<file path="src/rtl/bal_cmd_pkg.sv">
package bal_cmd_pkg;
   localparam int FIELD_W = 2;

   typedef enum logic [FIELD_W-1:0] {
      CH_OFF = 2'b00,
      CH_DIS = 2'b01,
      CH_CHG = 2'b10,
      CH_RSV = 2'b11
   } ch_req_e;
endpackage

</file>
<file path="src/rtl/bal_cmd_decode.sv">
module bal_cmd_decode
   import bal_cmd_pkg::*;
#(
   parameter int NUM_CH = 6
) (
   input  logic [NUM_CH*FIELD_W-1:0] cmd,
   output logic [NUM_CH-1:0]         dis_vec,
   output logic [NUM_CH-1:0]         chg_vec,
   output logic                      rsv_any,
   output logic                      multi
);
   logic [NUM_CH-1:0] rsv_vec;

   for (genvar i = 0; i < NUM_CH; i++) begin : g_ch
      ch_req_e req;
      assign req        = ch_req_e'(cmd[i*FIELD_W +: FIELD_W]);
      assign dis_vec[i] = (req == CH_DIS);
      assign chg_vec[i] = (req == CH_CHG);
      assign rsv_vec[i] = (req == CH_RSV);
   end

   assign rsv_any = |rsv_vec;
   assign multi   = $countones(dis_vec | chg_vec | rsv_vec) > 1;
endmodule

</file>
<file path="src/rtl/bal_fault_filter.sv">
module bal_fault_filter #(
   parameter int FILT_LEN = 3
) (
   input  logic clk,
   input  logic rst_n,
   input  logic raw,
   output logic flt
);
   if (FILT_LEN < 1) begin : g_bad_len
      $error("FILT_LEN must be at least 1");
   end

   logic [FILT_LEN-1:0] smp;
   logic                flt_q;

   if (FILT_LEN == 1) begin : g_single
      always_ff @(posedge clk or negedge rst_n)
         if (!rst_n) smp <= '0;
         else        smp <= raw;
   end else begin : g_shift
      always_ff @(posedge clk or negedge rst_n)
         if (!rst_n) smp <= '0;
         else        smp <= {smp[FILT_LEN-2:0], raw};
   end

   always_ff @(posedge clk or negedge rst_n) begin
      if (!rst_n)         flt_q <= 1'b0;
      else if (&smp)      flt_q <= 1'b1;
      else if (~|smp)     flt_q <= 1'b0;
   end

   assign flt = flt_q;

   // the filtered level only moves after a full run of equal samples
   a_r9_full_run: assert property (@(posedge clk) disable iff (!rst_n)
      (flt_q != $past(flt_q)) |-> ($past(smp) == '1 || $past(smp) == '0));
endmodule

</file>
<file path="src/rtl/bal_out_gate.sv">
module bal_out_gate #(
   parameter int NUM_CH = 6
) (
   input  logic              clk,
   input  logic              rst_n,
   input  logic [NUM_CH-1:0] dis_vec,
   input  logic [NUM_CH-1:0] chg_vec,
   input  logic              bad_cmd,
   input  logic              shared_mode,
   input  logic              pause_req,
   input  logic              fault,
   output logic [NUM_CH-1:0] dis_en,
   output logic [NUM_CH-1:0] chg_en
);
   logic kill;
   assign kill = pause_req | fault | bad_cmd;

   always_ff @(posedge clk or negedge rst_n) begin
      if (!rst_n) begin
         dis_en <= '0;
         chg_en <= '0;
      end else if (kill) begin
         dis_en <= '0;
         chg_en <= '0;
      end else begin
         dis_en <= dis_vec;
         chg_en <= chg_vec;
      end
   end

   // shared transformer never sees two channels
   a_r6_single_channel: assert property (@(posedge clk) disable iff (!rst_n)
      shared_mode |=> $onehot0(dis_en | chg_en));
   // pause blanks outputs
   a_r7_pause_off: assert property (@(posedge clk) disable iff (!rst_n)
      pause_req |=> (dis_en == '0 && chg_en == '0));
   // filtered fault blanks outputs
   a_r8_fault_off: assert property (@(posedge clk) disable iff (!rst_n)
      fault |=> (dis_en == '0 && chg_en == '0));
endmodule

</file>
<file path="src/rtl/balance_cmd_ctrl.sv">
module balance_cmd_ctrl
   import bal_cmd_pkg::*;
#(
   parameter int NUM_CH   = 6,
   parameter int FILT_LEN = 3
) (
   input  logic                      clk,
   input  logic                      rst_n,
   input  logic [NUM_CH*FIELD_W-1:0] cmd_word,
   input  logic                      cmd_load,
   input  logic                      shared_mode,
   input  logic                      pause_req,
   input  logic                      ovp_raw,
   output logic [NUM_CH-1:0]         dis_en,
   output logic [NUM_CH-1:0]         chg_en,
   output logic                      cmd_reject
);
   localparam int CMD_W = NUM_CH * FIELD_W;

   if (NUM_CH < 1 || NUM_CH > 32) begin : g_bad_ch
      $error("NUM_CH must be within 1..32");
   end

   logic [CMD_W-1:0]  stored;
   logic [NUM_CH-1:0] new_dis, new_chg, st_dis, st_chg;
   logic              new_rsv, new_multi, st_rsv, st_multi;
   logic              new_bad, fault_f;

   bal_cmd_decode #(.NUM_CH(NUM_CH)) i_dec_new (
      .cmd(cmd_word), .dis_vec(new_dis), .chg_vec(new_chg),
      .rsv_any(new_rsv), .multi(new_multi));

   bal_cmd_decode #(.NUM_CH(NUM_CH)) i_dec_st (
      .cmd(stored), .dis_vec(st_dis), .chg_vec(st_chg),
      .rsv_any(st_rsv), .multi(st_multi));

   assign new_bad = new_rsv | (shared_mode & new_multi);

   always_ff @(posedge clk or negedge rst_n) begin
      if (!rst_n) begin
         stored     <= '0;
         cmd_reject <= 1'b0;
      end else begin
         cmd_reject <= cmd_load & new_bad;
         if (cmd_load && !new_bad) stored <= cmd_word;
      end
   end

   bal_fault_filter #(.FILT_LEN(FILT_LEN)) i_filt (
      .clk(clk), .rst_n(rst_n), .raw(ovp_raw), .flt(fault_f));

   bal_out_gate #(.NUM_CH(NUM_CH)) i_gate (
      .clk(clk), .rst_n(rst_n), .dis_vec(st_dis), .chg_vec(st_chg),
      .bad_cmd(st_rsv | (shared_mode & st_multi)),
      .shared_mode(shared_mode), .pause_req(pause_req), .fault(fault_f),
      .dis_en(dis_en), .chg_en(chg_en));

   // a reject only follows a load
   a_r5_reject_after_load: assert property (@(posedge clk) disable iff (!rst_n)
      cmd_reject |-> $past(cmd_load));
   // a rejected load leaves the stored command alone
   a_r3_keep_on_reject: assert property (@(posedge clk) disable iff (!rst_n)
      cmd_reject |-> $stable(stored));
   // a reserved code never reaches storage
   a_r3_store_clean: assert property (@(posedge clk) disable iff (!rst_n)
      !st_rsv);
   // suspension without a load keeps the command
   a_r7_pause_keeps: assert property (@(posedge clk) disable iff (!rst_n)
      (pause_req && !cmd_load) |=> $stable(stored));
endmodule

</file>
<file path="config.mk">
export PLATFORM = sky130hd
export DESIGN_NAME = balance_cmd_ctrl
export DESIGN_NICKNAME = d
export VERILOG_FILES = /design/src/rtl/bal_cmd_pkg.sv /design/src/rtl/bal_cmd_decode.sv /design/src/rtl/bal_fault_filter.sv /design/src/rtl/bal_out_gate.sv /design/src/rtl/balance_cmd_ctrl.sv
export SDC_FILE = /design/constraint.sdc
export NUM_CORES = 1
export LEC_CHECK = 0
export CAP_MARGIN = 10
export CORE_MARGIN = 10
export CORE_UTILIZATION = 53
export DETAILED_ROUTE_END_ITERATION = 8
export PLACE_DENSITY = 0.83
export SLEW_MARGIN = 20
export SYNTH_ARGS = -nofsm -noshare
export SYNTH_HDL_FRONTEND = slang
export SYNTH_SLANG_ARGS = --single-unit
export TNS_END_PERCENT = 5
</file>
<file path="constraint.sdc">
create_clock -name clk -period 7.3 [get_ports clk]
set_input_delay 0.73 -clock clk [delete_from_list [all_inputs] [get_ports clk]]
set_output_delay 0.73 -clock clk [all_outputs]
set_load 0.01 [all_outputs]
</file>
# ---- Yosys cells after proc, flatten, opt, wreduce, memory -nomap -nowiden
# Index checks and enable logic that the tools add are counted.
dict set report word_totals {
  reg_bits 29
  inputBits 18
  output_inout_bits 13
  word_cells 76
}
dict set report classes {
  n_addsub 10
  order_cmp 2
  eq_ne 37
  n_mux 4
  bitwise 11
  reduce_logical 6
}
# operator count
set ops {}
lappend ops {{$add A32 B32 Y32} 4}
lappend ops {{$gt A32 B2 Y1 const B} 2}
lappend ops {{$eq A2 B2 Y1 const B} 24}
lappend ops {{$eq A2 B1 Y1 const B} 12}
lappend ops {{$or A6 B6 Y6} 4}
lappend ops {{$add A1 B1 Y2} 6}
lappend ops {{$mux W6} 2}
lappend ops {{$reduce_or A6 Y1} 2}
lappend ops {{$or A1 B1 Y1} 4}
lappend ops {{$and A1 B1 Y1} 3}
lappend ops {{$reduce_and A3 Y1} 1}
lappend ops {{$reduce_or A3 Y1} 1}
lappend ops {{$mux W1} 2}
lappend ops {{$ne A2 B1 Y1 const B} 1}
lappend ops {{$logic_and A1 B1 Y1} 1}
lappend ops {{$logic_not A1 Y1} 1}

# ---- Logic depth before layout (Yosys ltp)
dict set report logic_depth {
  ltp_word 11
  depth_mapped 13
  ltp_nobuf 12
}

# ---- Modules after synthesis
# From an unflattened synthesis, not the netlist that was laid out.
dict set report unflattened {
  cells_unflattened 117
  hier_area_um2 1586.5
}
# module n_inst cells_each area_per_inst_um2 seq_area_each_um2
set by_module_without_submodules {}
lappend by_module_without_submodules {balance_cmd_ctrl 1 30 540.5 325.3}
lappend by_module_without_submodules {bal_out_gate 1 27 506.7 300.3}
lappend by_module_without_submodules {bal_cmd_decode 2 26 210.2 0.0}
lappend by_module_without_submodules {bal_fault_filter 1 8 118.9 100.1}

# ---- Worst setup path after synthesis
# Ideal clock, no wire load.
dict set report synth_path {
  path_kind {input port to flip-flop}
  startpoint {input cmd_word[1]}
  endpoint {register stored[0]}
  t_arrival_ns 3.061
  required_time_ns 7.175
  path_slack_ns 4.114
  path_stages 11
  path_buffers 1
  cell_sequence {or2_2 > ha_1 > inv_1 > fa_1 > inv_1 > ha_1 > nand2b_1 > a222oi_1 > nand4_1 > buf_6 > mux2_4}
}
dict set report synth_via {
  elab_chain_len 11
  word_cells_on_any_way 14
}
# element line_no
set synth_lines {}
lappend synth_lines {{from (decl)} balance_cmd_ctrl.sv:9} ;# input logic [NUM_CH*FIELD_W-1:0] cmd_word,
lappend synth_lines {{$eq A2 B1 Y1 / $eq A2 B2 Y1 (equally long branches)} {bal_cmd_decode.sv:17, bal_cmd_decode.sv:18}}
lappend synth_lines {{$or A6 B6 Y6 (2 in a row)} bal_cmd_decode.sv:23} ;# assign multi = $countones(dis_vec | chg_vec | rsv_vec) > 1;
lappend synth_lines {{$add A1 B1 Y2 (not written as such)} bal_cmd_decode.sv:23}
lappend synth_lines {{$add A32 B32 Y32 (not written as such) (2 in a row)} bal_cmd_decode.sv:23}
lappend synth_lines {{$gt A32 B2 Y1} bal_cmd_decode.sv:23}
lappend synth_lines {{$and A1 B1 Y1} balance_cmd_ctrl.sv:37} ;# assign new_bad = new_rsv | (shared_mode & new_multi);
lappend synth_lines {{$or A1 B1 Y1 (*)} balance_cmd_ctrl.sv:37}
lappend synth_lines {{$logic_not A1 Y1 (*)} balance_cmd_ctrl.sv:45} ;# if (cmd_load && !new_bad) stored <= cmd_word;
lappend synth_lines {{$logic_and A1 B1 Y1 (*)} balance_cmd_ctrl.sv:45}
lappend synth_lines {{to (signal assigned)} balance_cmd_ctrl.sv:45}
lappend synth_lines {{to (decl)} balance_cmd_ctrl.sv:24} ;# logic [CMD_W-1:0] stored;
# Every way passes the cells marked *; elsewhere a longest branch is shown, timed or not.
# A chain may end at the register's enable or synchronous reset.

# ---- Worst setup path after layout
dict set report layout_path {
  startpoint {input cmd_word[4]}
  endpoint {register stored[2]}
}
# Same word-level chain as after synthesis.

==> impl_metrics.ini <==
[run_status]
status = finished, final reports clean

[timing]
min_period_ns = 3.99
tightestPinTransition_ns = 0.810
final_hold_viol_count = 0
slew_headroom_pct = 45.8
slew_violations = 0
rsz0062_at_grt = false
fmaxAchievable_mhz = 251
fin_crit_sh_pct = 54.6
setup_tns_ns = 0
finClkSkew_ns = 0.00547
finalSetupViolations = 0

[global_routing]
globalRouteOverflowTotal = 0
grt_max_degree = 30
grt_pass1_wl_um = 4570
grt_pass1_vias = 987
grt_usage_pct = 11.2
antenna_found_initial = 0

[worst_setup_path]
cp.required_ns = 7.50
crit_path_end_kind = flop
critPathMaxFanout = 12
setup.worst_path.class = in2reg
start_kind = primary input
cp.arrival_ns = 4.19

[clock_tree]
cts_resized = 0
path_clk_slew_ns = 0.08
cts_setup_buffers = 0
cts_buffers = 5
cts_sinks = 29
worstSkewPairLatency_ns = 0.32
htreeDepth = 2
cts_hold_buf = 0
cts_root_buf = clkbuf_4
cts_tree = built
cts.path.max_buffers = 2

[floorplan]
rows = 18
die_h_um = 72.2
die_area_mm2 = 0.00521
core_mm2 = 0.00254
die_w_um = 72.2
start_util_pct = 56.7
io_pins = 31

[cells_and_area]
drive_gt1_share_pct = 20.1
fin_area_mm2 = 0.00182
antennaDiodeCount = 0
area_growth_pct = 26.3
finalNetCount = 180

[yosys]
ys_seq_area_share_pct = 50.3
avgSynthCellArea_um2 = 12.9
yosysWarnings = 0
synth_cells = 112
synth_nets = 144
yosysUniqueCellTypes = 18
synth_area_mm2 = 0.00144
ys_ff_latch = 29

[placed_design]
dpl-instance-area_mm2 = 0.00177
dpl.hpwl_um = 2240
io_buffers = 30
globalplace.congestion = 0.770

[routing]
drc = 0
first_iter_violations = 59
wirelength_um = 2730
ant_nets = 0
wire_per_inst_um = 15.3
vias = 955
vias_per_cell = 5.34
drt_pre_antenna_iters = 4

[power]
power_density_mw_per_mm2 = 269
ir_drop_v = 0.000190
leakagePower_uw = 0.000862

[flow_run]
drv_cap = 0

[min_path]
hp-class = reg2reg
==> critical path, cell delays in order <==
cell	delay (ns)
clkdlybuf4s50_1	0.45
or2_2	0.32
ha_1	0.20
inv_1	0.08
fa_1	0.42
inv_1	0.08
ha_1	0.23
nand2b_1	0.14
a222oi_1	0.29
nand4_1	0.71
mux2_4	0.54
==> sequential cells by signal, indices dropped and copies added (netlist names) <==
name,count
stored,12
i_gate.chg_en,6
i_gate.dis_en,6
i_filt.smp,3
cmd_reject,1
i_filt.flt,1
==> synthesized netlist by cell type <==
cell type	n	area, µm²
buf_6	1	11.3
a22oi_1	3	22.5
a211oi_1	1	7.51
nand2b_1	1	6.26
a21oi_1	1	5.00
ha_1	10	125
a222oi_1	2	20.0
mux2_2	2	22.5
o21ai_0	3	15.0
inv_1	17	63.8
nor3b_1	12	90.1
fa_1	4	80.1
clkbuf_1	1	3.75
a31oi_1	1	6.26
mux2_4	10	150
dfrtp_1	29	726
or2_2	12	75.1
nand4_1	2	12.5
==> final cells by class <==
type                       count  area, µm²
fill                         172        723
clock buffer                   8       48.8
inverter                      17       63.8
multi-input combinational     64        638
tap                           30       37.5
timing repair buffer          31        308
sequential                    29        726
==> cell usage in the layout (no fill, tap or decap) <==
master | Yosys | layout
a211oi_1 | 1 | 1
a22oi_1 | 3 | 3
a31oi_1 | 1 | 1
mux2_4 | 10 | 10
clkbuf_1 | 1 | 3
clkdlybuf4s50_1 | 0 | 30
a222oi_1 | 2 | 2
o21ai_0 | 3 | 3
fa_1 | 4 | 4
or2_2 | 12 | 12
nor3b_1 | 12 | 12
nand2b_1 | 1 | 1
ha_1 | 10 | 10
a21oi_1 | 1 | 1
nand4_1 | 2 | 2
mux2_2 | 2 | 2
buf_4 | 0 | 1
clkbuf_4 | 0 | 5
inv_1 | 17 | 17
dfrtp_1 | 29 | 29
==> worst paths after layout <==
path / start / endpoint / slack [ns] / depth (start not counted)
worst max-delay path: cmd_word[4] / stored[2]$_DFFE_PN0P_ / 3.31 / 11
worst min-delay path: i_filt.smp[1]$_DFF_PN0_ / i_filt.smp[2]$_DFF_PN0_ / 0.40 / 0
worst max register to register: stored[0]$_DFFE_PN0P_ / i_gate.chg_en[0]$_DFF_PN0_ / 4.33 / 10
worst min register to register: i_filt.smp[1]$_DFF_PN0_ / i_filt.smp[2]$_DFF_PN0_ / 0.40 / 0
max in group asynchronous: rst_n / i_gate.chg_en[0]$_DFF_PN0_ / 6.26 / 2
min in group asynchronous: rst_n / i_filt.smp[2]$_DFF_PN0_ / 0.79 / 2
==> power by group <==
| group | switching [µW] | internal (µW) | total, µW |
|---|---|---|---|
| clock | 49.4 | 38.3 | 87.7 |
| sequential | 32.7 | 189 | 222 |
| combinational | 77.1 | 103 | 180 |
==> metrics by stage <==
stage	instances	util, %	hold WS [ns]	setup slack [ns]	total power (µW)
after floorplan	112	-	0.354	4.11	340
after global placement	171	69.7	0.360	3.12	381
after detailed placement	171	69.7	0.380	3.01	406
after CTS	179	71.6	0.398	3.34	495
after global routing	179	71.6	0.410	3.14	527
final	179	71.6	0.395	3.31	489
==> per-layer routing <==
metal	global-route usage (%)	vias up	wire length (µm)
li1	-	452	-
met1	12.4	461	1130
met2	18.4	35	1340
met3	2.99	7	187
met4	7.74	0	74
met5	0	-	0
==> logic make-up (layout without fill, tap and decap cells) <==
logic type	count (synthesis)	in the layout	synth area share [%]
AO/OA/AOI/OAI	11	11	5.29
multiplexers	12	12	12.0
adder cells (fa/ha/maj)	14	14	14.2
AND/OR/NAND/NOR	27	27	12.7
flip-flops	29	29	50.3
buffers and inverters	19	56	5.46
Power figures use the tool's default switching activity.
